## config.mk

```make
export PLATFORM = sky130hd
export DESIGN_NAME = bus_size_seq
export DESIGN_NICKNAME = d
export VERILOG_FILES = /design/src/rtl/bsz_pkg.sv /design/src/rtl/bsz_fsm.sv /design/src/rtl/bsz_lane_steer.sv /design/src/rtl/bsz_read_merge.sv /design/src/rtl/bus_size_seq.sv
export SDC_FILE = /design/constraint.sdc
export NUM_CORES = 1
export LEC_CHECK = 0
export BUFFER_PORTS_ARGS = -buffer_cell sky130_fd_sc_hd__buf_2
export CORE_AREA = 2 2 103 105
export DETAILED_ROUTE_END_ITERATION = 10
export DIE_AREA = 0 0 105 107
export PLACE_DENSITY = 0.66
export SLEW_MARGIN = 10
export SYNTH_ARGS = -nofsm -noshare
export SYNTH_HDL_FRONTEND = slang
export SYNTH_HIERARCHICAL = 1
export SYNTH_SLANG_ARGS = --single-unit
```

## constraint.sdc

```tcl
create_clock -name clk -period 1.92 [get_ports clk]
set_input_delay 0 -clock clk [delete_from_list [all_inputs] [get_ports clk]]
set_output_delay 0 -clock clk [all_outputs]
set_load 0.01 [all_outputs]
```

## src/rtl/bsz_pkg.sv

```systemverilog
package bsz_pkg;

    typedef enum logic [1:0] {
        ST_IDLE   = 2'd0,
        ST_FIRST  = 2'd1,
        ST_SECOND = 2'd2,
        ST_RESP   = 2'd3
    } bsz_state_t;

    typedef struct packed {
        logic write;
        logic word;
        logic a0;
    } bsz_kind_t;

endpackage

```

## src/rtl/bsz_fsm.sv

```systemverilog
module bsz_fsm
    import bsz_pkg::*;
(
    input  logic       clk,
    input  logic       rst_n,
    input  logic       req_valid,
    input  logic       is_word,
    input  logic       bus_ack,
    input  logic       bus_byte_n,
    output bsz_state_t state,
    output logic       req_ready,
    output logic       bus_cyc,
    output logic       in_second,
    output logic       ack_first,
    output logic       ack_second,
    output logic       core_done
);

    bsz_state_t state_nx;

    always_ff @(posedge clk or negedge rst_n) begin
        if (!rst_n) state <= ST_IDLE;
        else        state <= state_nx;
    end

    always_comb begin
        state_nx = state;
        unique case (state)
            ST_IDLE:   if (req_valid) state_nx = ST_FIRST;
            ST_FIRST:  if (bus_ack)   state_nx = (is_word && !bus_byte_n) ? ST_SECOND : ST_RESP;
            ST_SECOND: if (bus_ack)   state_nx = ST_RESP;
            ST_RESP:                  state_nx = ST_IDLE;
            default:                  state_nx = ST_IDLE;
        endcase
    end

    always_comb begin
        req_ready  = (state == ST_IDLE);
        bus_cyc    = (state == ST_FIRST) || (state == ST_SECOND);
        in_second  = (state == ST_SECOND);
        ack_first  = (state == ST_FIRST) && bus_ack;
        ack_second = (state == ST_SECOND) && bus_ack;
        core_done  = (state == ST_RESP);
    end


    second_entry_chk: assert property (@(posedge clk) disable iff (!rst_n)
        state == ST_SECOND |-> ($past(state) == ST_FIRST || $past(state) == ST_SECOND));


    done_pulse_chk: assert property (@(posedge clk) disable iff (!rst_n)
        core_done |=> (!core_done && req_ready));

endmodule

```

## src/rtl/bsz_lane_steer.sv

```systemverilog
module bsz_lane_steer #(
    parameter int LW = 8
) (
    input  logic            bus_cyc,
    input  logic            in_second,
    input  logic            is_word,
    input  logic            a0,
    input  logic [2*LW-1:0] wdata,
    output logic            hen_n,
    output logic            len_n,
    output logic            a0_out,
    output logic [2*LW-1:0] wdata_out
);

    localparam int DW = 2 * LW;

    logic [LW-1:0] lo_byte;
    logic [LW-1:0] hi_byte;

    assign lo_byte = wdata[LW-1:0];
    assign hi_byte = wdata[DW-1:LW];

    always_comb begin
        hen_n     = 1'b1;
        len_n     = 1'b1;
        a0_out    = a0;
        wdata_out = {lo_byte, lo_byte};
        if (in_second) begin
            len_n     = !bus_cyc;
            a0_out    = 1'b1;
            wdata_out = {hi_byte, hi_byte};
        end else if (is_word) begin
            hen_n     = !bus_cyc;
            len_n     = !bus_cyc;
            a0_out    = 1'b0;
            wdata_out = wdata;
        end else begin
            hen_n = !(bus_cyc && a0);
            len_n = !(bus_cyc && !a0);
        end
    end

endmodule

```

## src/rtl/bsz_read_merge.sv

```systemverilog
module bsz_read_merge #(
    parameter int LW = 8
) (
    input  logic            clk,
    input  logic            rst_n,
    input  logic            ack_first,
    input  logic            ack_second,
    input  logic            is_word,
    input  logic            a0,
    input  logic            bus_byte_n,
    input  logic [2*LW-1:0] bus_rdata,
    output logic [2*LW-1:0] rdata
);

    localparam int DW = 2 * LW;

    logic [LW-1:0] hold_q;
    logic [LW-1:0] pick;

    assign pick = (bus_byte_n && a0) ? bus_rdata[DW-1:LW] : bus_rdata[LW-1:0];

    always_ff @(posedge clk or negedge rst_n) begin
        if (!rst_n) begin
            hold_q <= '0;
            rdata  <= '0;
        end else if (ack_first) begin
            if (is_word && !bus_byte_n) hold_q <= bus_rdata[LW-1:0];
            else if (is_word)           rdata  <= bus_rdata;
            else                        rdata  <= {{LW{1'b0}}, pick};
        end else if (ack_second) begin
            rdata <= {bus_rdata[LW-1:0], hold_q};
        end
    end


    merge_low_chk: assert property (@(posedge clk) disable iff (!rst_n)
        ack_second |=> rdata[LW-1:0] == $past(hold_q));

endmodule

```

## src/rtl/bus_size_seq.sv

```systemverilog
module bus_size_seq
    import bsz_pkg::*;
#(
    parameter int AW = 24,
    parameter int LW = 8
) (
    input  logic              clk,
    input  logic              rst_n,
    input  logic              req_valid,
    input  logic              req_write,
    input  logic              req_word,
    input  logic [AW-1:0]     req_addr,
    input  logic [2*LW-1:0]   req_wdata,
    output logic              req_ready,
    output logic              core_done,
    output logic [2*LW-1:0]   core_rdata,
    output logic              bus_cyc,
    output logic              bus_we,
    output logic [AW-1:0]     bus_addr,
    output logic              bus_hen_n,
    output logic              bus_len_n,
    output logic [2*LW-1:0]   bus_wdata,
    input  logic [2*LW-1:0]   bus_rdata,
    input  logic              bus_ack,
    input  logic              bus_byte_n
);

    localparam int DW = 2 * LW;

    bsz_state_t      state;
    bsz_kind_t       kind_q;
    logic [AW-1:0]   addr_q;
    logic [DW-1:0]   wdata_q;
    logic            in_second;
    logic            ack_first;
    logic            ack_second;
    logic            a0_out;

    always_ff @(posedge clk or negedge rst_n) begin
        if (!rst_n) begin
            kind_q  <= '0;
            addr_q  <= '0;
            wdata_q <= '0;
        end else if (req_ready && req_valid) begin
            kind_q  <= '{write: req_write, word: req_word, a0: req_word ? 1'b0 : req_addr[0]};
            addr_q  <= req_addr;
            wdata_q <= req_wdata;
        end
    end

    bsz_fsm u_fsm (
        .clk        (clk),
        .rst_n      (rst_n),
        .req_valid  (req_valid),
        .is_word    (kind_q.word),
        .bus_ack    (bus_ack),
        .bus_byte_n (bus_byte_n),
        .state      (state),
        .req_ready  (req_ready),
        .bus_cyc    (bus_cyc),
        .in_second  (in_second),
        .ack_first  (ack_first),
        .ack_second (ack_second),
        .core_done  (core_done)
    );

    bsz_lane_steer #(.LW(LW)) u_steer (
        .bus_cyc   (bus_cyc),
        .in_second (in_second),
        .is_word   (kind_q.word),
        .a0        (kind_q.a0),
        .wdata     (wdata_q),
        .hen_n     (bus_hen_n),
        .len_n     (bus_len_n),
        .a0_out    (a0_out),
        .wdata_out (bus_wdata)
    );

    bsz_read_merge #(.LW(LW)) u_merge (
        .clk        (clk),
        .rst_n      (rst_n),
        .ack_first  (ack_first),
        .ack_second (ack_second),
        .is_word    (kind_q.word),
        .a0         (kind_q.a0),
        .bus_byte_n (bus_byte_n),
        .bus_rdata  (bus_rdata),
        .rdata      (core_rdata)
    );

    assign bus_addr = {addr_q[AW-1:1], a0_out};
    assign bus_we   = bus_cyc && kind_q.write;


    idle_lanes_chk: assert property (@(posedge clk) disable iff (!rst_n)
        !bus_cyc |-> (bus_hen_n && bus_len_n));


    hold_addr_chk: assert property (@(posedge clk) disable iff (!rst_n)
        (bus_cyc && !bus_ack) |=> ($stable(bus_addr) && $stable(bus_hen_n) && $stable(bus_len_n) && $stable(bus_we)));


    byte_one_lane_chk: assert property (@(posedge clk) disable iff (!rst_n)
        (bus_cyc && !kind_q.word) |-> (bus_hen_n != bus_len_n));


    byte_single_xfer_chk: assert property (@(posedge clk) disable iff (!rst_n)
        (bus_cyc && !kind_q.word && bus_ack) |=> core_done);


    second_lane_chk: assert property (@(posedge clk) disable iff (!rst_n)
        (state == ST_SECOND) |-> (bus_addr[0] && !bus_len_n && bus_hen_n));


    word_first_chk: assert property (@(posedge clk) disable iff (!rst_n)
        (state == ST_FIRST && kind_q.word) |-> (!bus_hen_n && !bus_len_n && !bus_addr[0]));

endmodule

```

==> flow_summary.toml <==
[worst_setup_path]
worstReg2RegStart = "u_fsm/state[1]"
crit_type = "flop to output pin"
critPathLaunchType = "flop"
crit_arrival_ns = 1.83
cpPeakStageDelay_ns = 0.40
critPathSlowestCell = "dfrtp_1"
crit_start = "u_fsm/state[0]"
crit_path_end_kind = "output pin"
crit_required_ns = 1.92
path_max_fanout = 8
cp_cell_sequence = "inv_2 -> ha_2 -> buf_6 -> nor2_4 -> buf_12 -> mux2_2 -> buf_2"
r2r_cells = 6

[detailed_routing]
wl_um = 8782
via_count = 2728
ant_nets = 0
drt_iter0_drc = 60
wire_per_inst_um = 15.17
drc = 0
drtPass1Iterations = 4
vias_per_cell = 4.712

[sta]
rsz0062_at_grt = "no"
setup_violations = 0
period_share_pct = 95.53
worstMarginPinSlew_ns = 0.8799
fmax_ghz = 0.5452
finalCriticalPeriod_ns = 1.834
relSlewSlack_pct = 41.34
fin_skew_ns = 0.007297
drv_slew = 0
hold_violations = 0
worst_slack_ns = 0.08582

[pwr]
ir_worst_vdd_v = 0.0007178
internal_power_mw = 5.024
totalPowerFinal_mw = 7.836
comb_power_share_pct = 50.9
swShare_pct = 35.89
power_frac_seq_pct = 33.7
power_density_nw_per_um2 = 1563
p_leak_nw = 2.528
p_clk_share_pct = 15.4
p_switching_mw = 2.812

[yosys]
yosysTopAreaCellShare_pct = 49.60
seq_area_frac_synth_pct = 49.60
yosys_warnings = 6
synth_top_area_cell = "dfrtp_1"
synth.most_common_cell = "dfrtp_1"
synthesis.area_um2 = 3431
syn_nets = 316
synth_top_cells_by_area = "dfrtp_1 50%, mux2_4 21%, mux2_2 5.9%"
synth_common_cells = "68 x dfrtp_1, 48 x mux2_4, 18 x mux2_2, 18 x o21ai_1, 10 x nand3b_1"
synth_flop_cell = "dfrtp_1"
synth-async-reset-ratio_pct = 100.0
synth-edff-count = 0
synth_cells = 248
synth_seq_cells = 68
yosysUniqueCellTypes = 32
avgSynthCellArea_um2 = 13.83

[clock_tree]
cts_tree = "done"
cts.clk_slew.worst_paths_ns = 0.07
cts_num_sinks = 68
cts_buffers = 9
h-tree-depth = 3
clk_path_buf_depth = 2
insertion_delay_ns = 0.34
root_buffer = "clkbuf_8"

[floorplan]
chipHeight_um = 107
core_area_um2 = 10090
start_util_pct = 33.99
ios = 125
die_x_um = 105
fp.dieArea_um2 = 11240
rows = 37

[finish]
antenna_cells = 0
nNetsFinal = 506
drive_above_1_share_pct = 51.69
syn2layout_area_growth_pct = 46.17
fill_cells = 935

[global_route]
antenna_found_initial = 0
grt_pass1_wl_um = 14440
grt_overflow_total = 0
grt_max_degree = 69
grtUsageTotal_pct = 16.27
grt_pass1_vias = 2884

[outcome]
status = "finished, final reports clean"

[min_path]
hold_depth = 3
holdCritPathClass = "primary input to flop"
hp-start = "bus_ack"

[placement]
dp_hpwl_um = 5448
io_buffers = 124
preCtsSetupSlack_ns = -0.1136
gp_congestion = 0.8408

[run]
maxCapViolCount = 0
stage by stage:
stage | TNS, ns | cells | area, um^2 | utilization (%) | hold slack, ns
floorplan | 0 | 248 | 3431 | - | -0.2956
global placement | -0.07979 | 500 | 4161 | 41.23 | 0.1693
detailed placement | -1.064 | 500 | 4161 | 41.23 | 0.1736
CTS | 0 | 579 | 4999 | 49.53 | 0.03192
global route | 0 | 579 | 5015 | 49.69 | 0.05842
finish | 0 | 579 | 5015 | 49.69 | 0.03947
critical path, delay by kind of cell (launching register included):
kind	cells	cell delay (ns)
adder cells (fa/ha/maj)	1	0.19
buffers and inverters	4	0.47
flip-flops	1	0.40
multiplexers	1	0.35
AND/OR/NAND/NOR	1	0.09
layout by cell type, fill, tap and decap left out, drive strengths merged, types with 2 or more instances in the layout:
cell,n
buf,136
dfrtp,68
mux2,66
dlygate4sd3,58
o21ai,27
clkbuf,10
nand3b,10
nor2b,9
o211ai,9
mux2i,8
a21oi,7
inv,6
ha,5
and2,4
a31oi,3
clkinv,3
clkinvlp,2
nand2,2
nor2,2
power by group through the flow:
stage / registers (mW) / clock network (mW) / logic (mW)
2_1_floorplan: 2.74 / 0 / 2.42
3_3_place_gp: 2.61 / 0 / 3.68
3_5_place_dp: 2.65 / 0 / 3.75
4_1_cts: 2.63 / 1.24 / 3.98
5_1_grt: 2.73 / 1.32 / 4.34
6_report: 2.64 / 1.21 / 3.99
worst paths after layout:
kind	slack (ns)	endpoint
setup reg to reg	0.13	u_merge/hold_q[1]
max in group asynchronous	1.01	kind_q[0]
hold / removal	0.04	u_fsm/state[0]
min in group asynchronous	0.31	u_merge/rdata[7]
setup / recovery	0.09	bus_wdata[9]
hold reg to reg	0.50	u_merge/rdata[11]
cell type report:
class | instances | area (um^2) | area share (%)
clock buffer | 10 | 137.6 | 2.745
clock inverter | 6 | 63.81 | 1.272
inverter | 6 | 22.52 | 0.4491
multi-input combinational | 159 | 1597 | 31.84
sequential | 68 | 1702 | 33.93
tap | 136 | 170.2 | 3.393
timing repair buffer | 194 | 1323 | 26.37
layer usage:
layer | global-route usage (%) | vias up | part of all wire [%]
met2 | 27.88 | 86 | 51
met3 | 3.891 | 11 | 4.7
met5 | 0 | - | 0
met4 | 5.429 | 0 | 1.6
met1 | 20.18 | 1363 | 43
li1 | - | 1268 | -
repair_timing:
item / in CTS / in global routing
setup buffers: 5 / 0
hold buffers: 58 / 0
hold endpoints to repair: 130 / 0
pin swaps: 1 / 1
setup endpoints to repair: 24 / 36
gates resized for setup: 2 / 6
state kept, by name, summed over array words and instances (netlist names):
name / cells
addr_q: 23
u_merge/hold_q: 8
kind_q: 3
u_fsm/state: 2
wdata_q: 16
u_merge/rdata: 16
cells by family (layout without fill, tap and decap cells):
logic type               after synthesis  in the layout  synth area share (%)
AO/OA/AOI/OAI                         50             50                 8.862
adder cells (fa/ha/maj)                5              5                 1.823
buffers and inverters                 21            216                 4.376
flip-flops                            68             68                 49.60
multiplexers                          74             74                 29.25
AND/OR/NAND/NOR                       30             30                 6.091
Note: power is estimated with default switching activity, not from simulation.
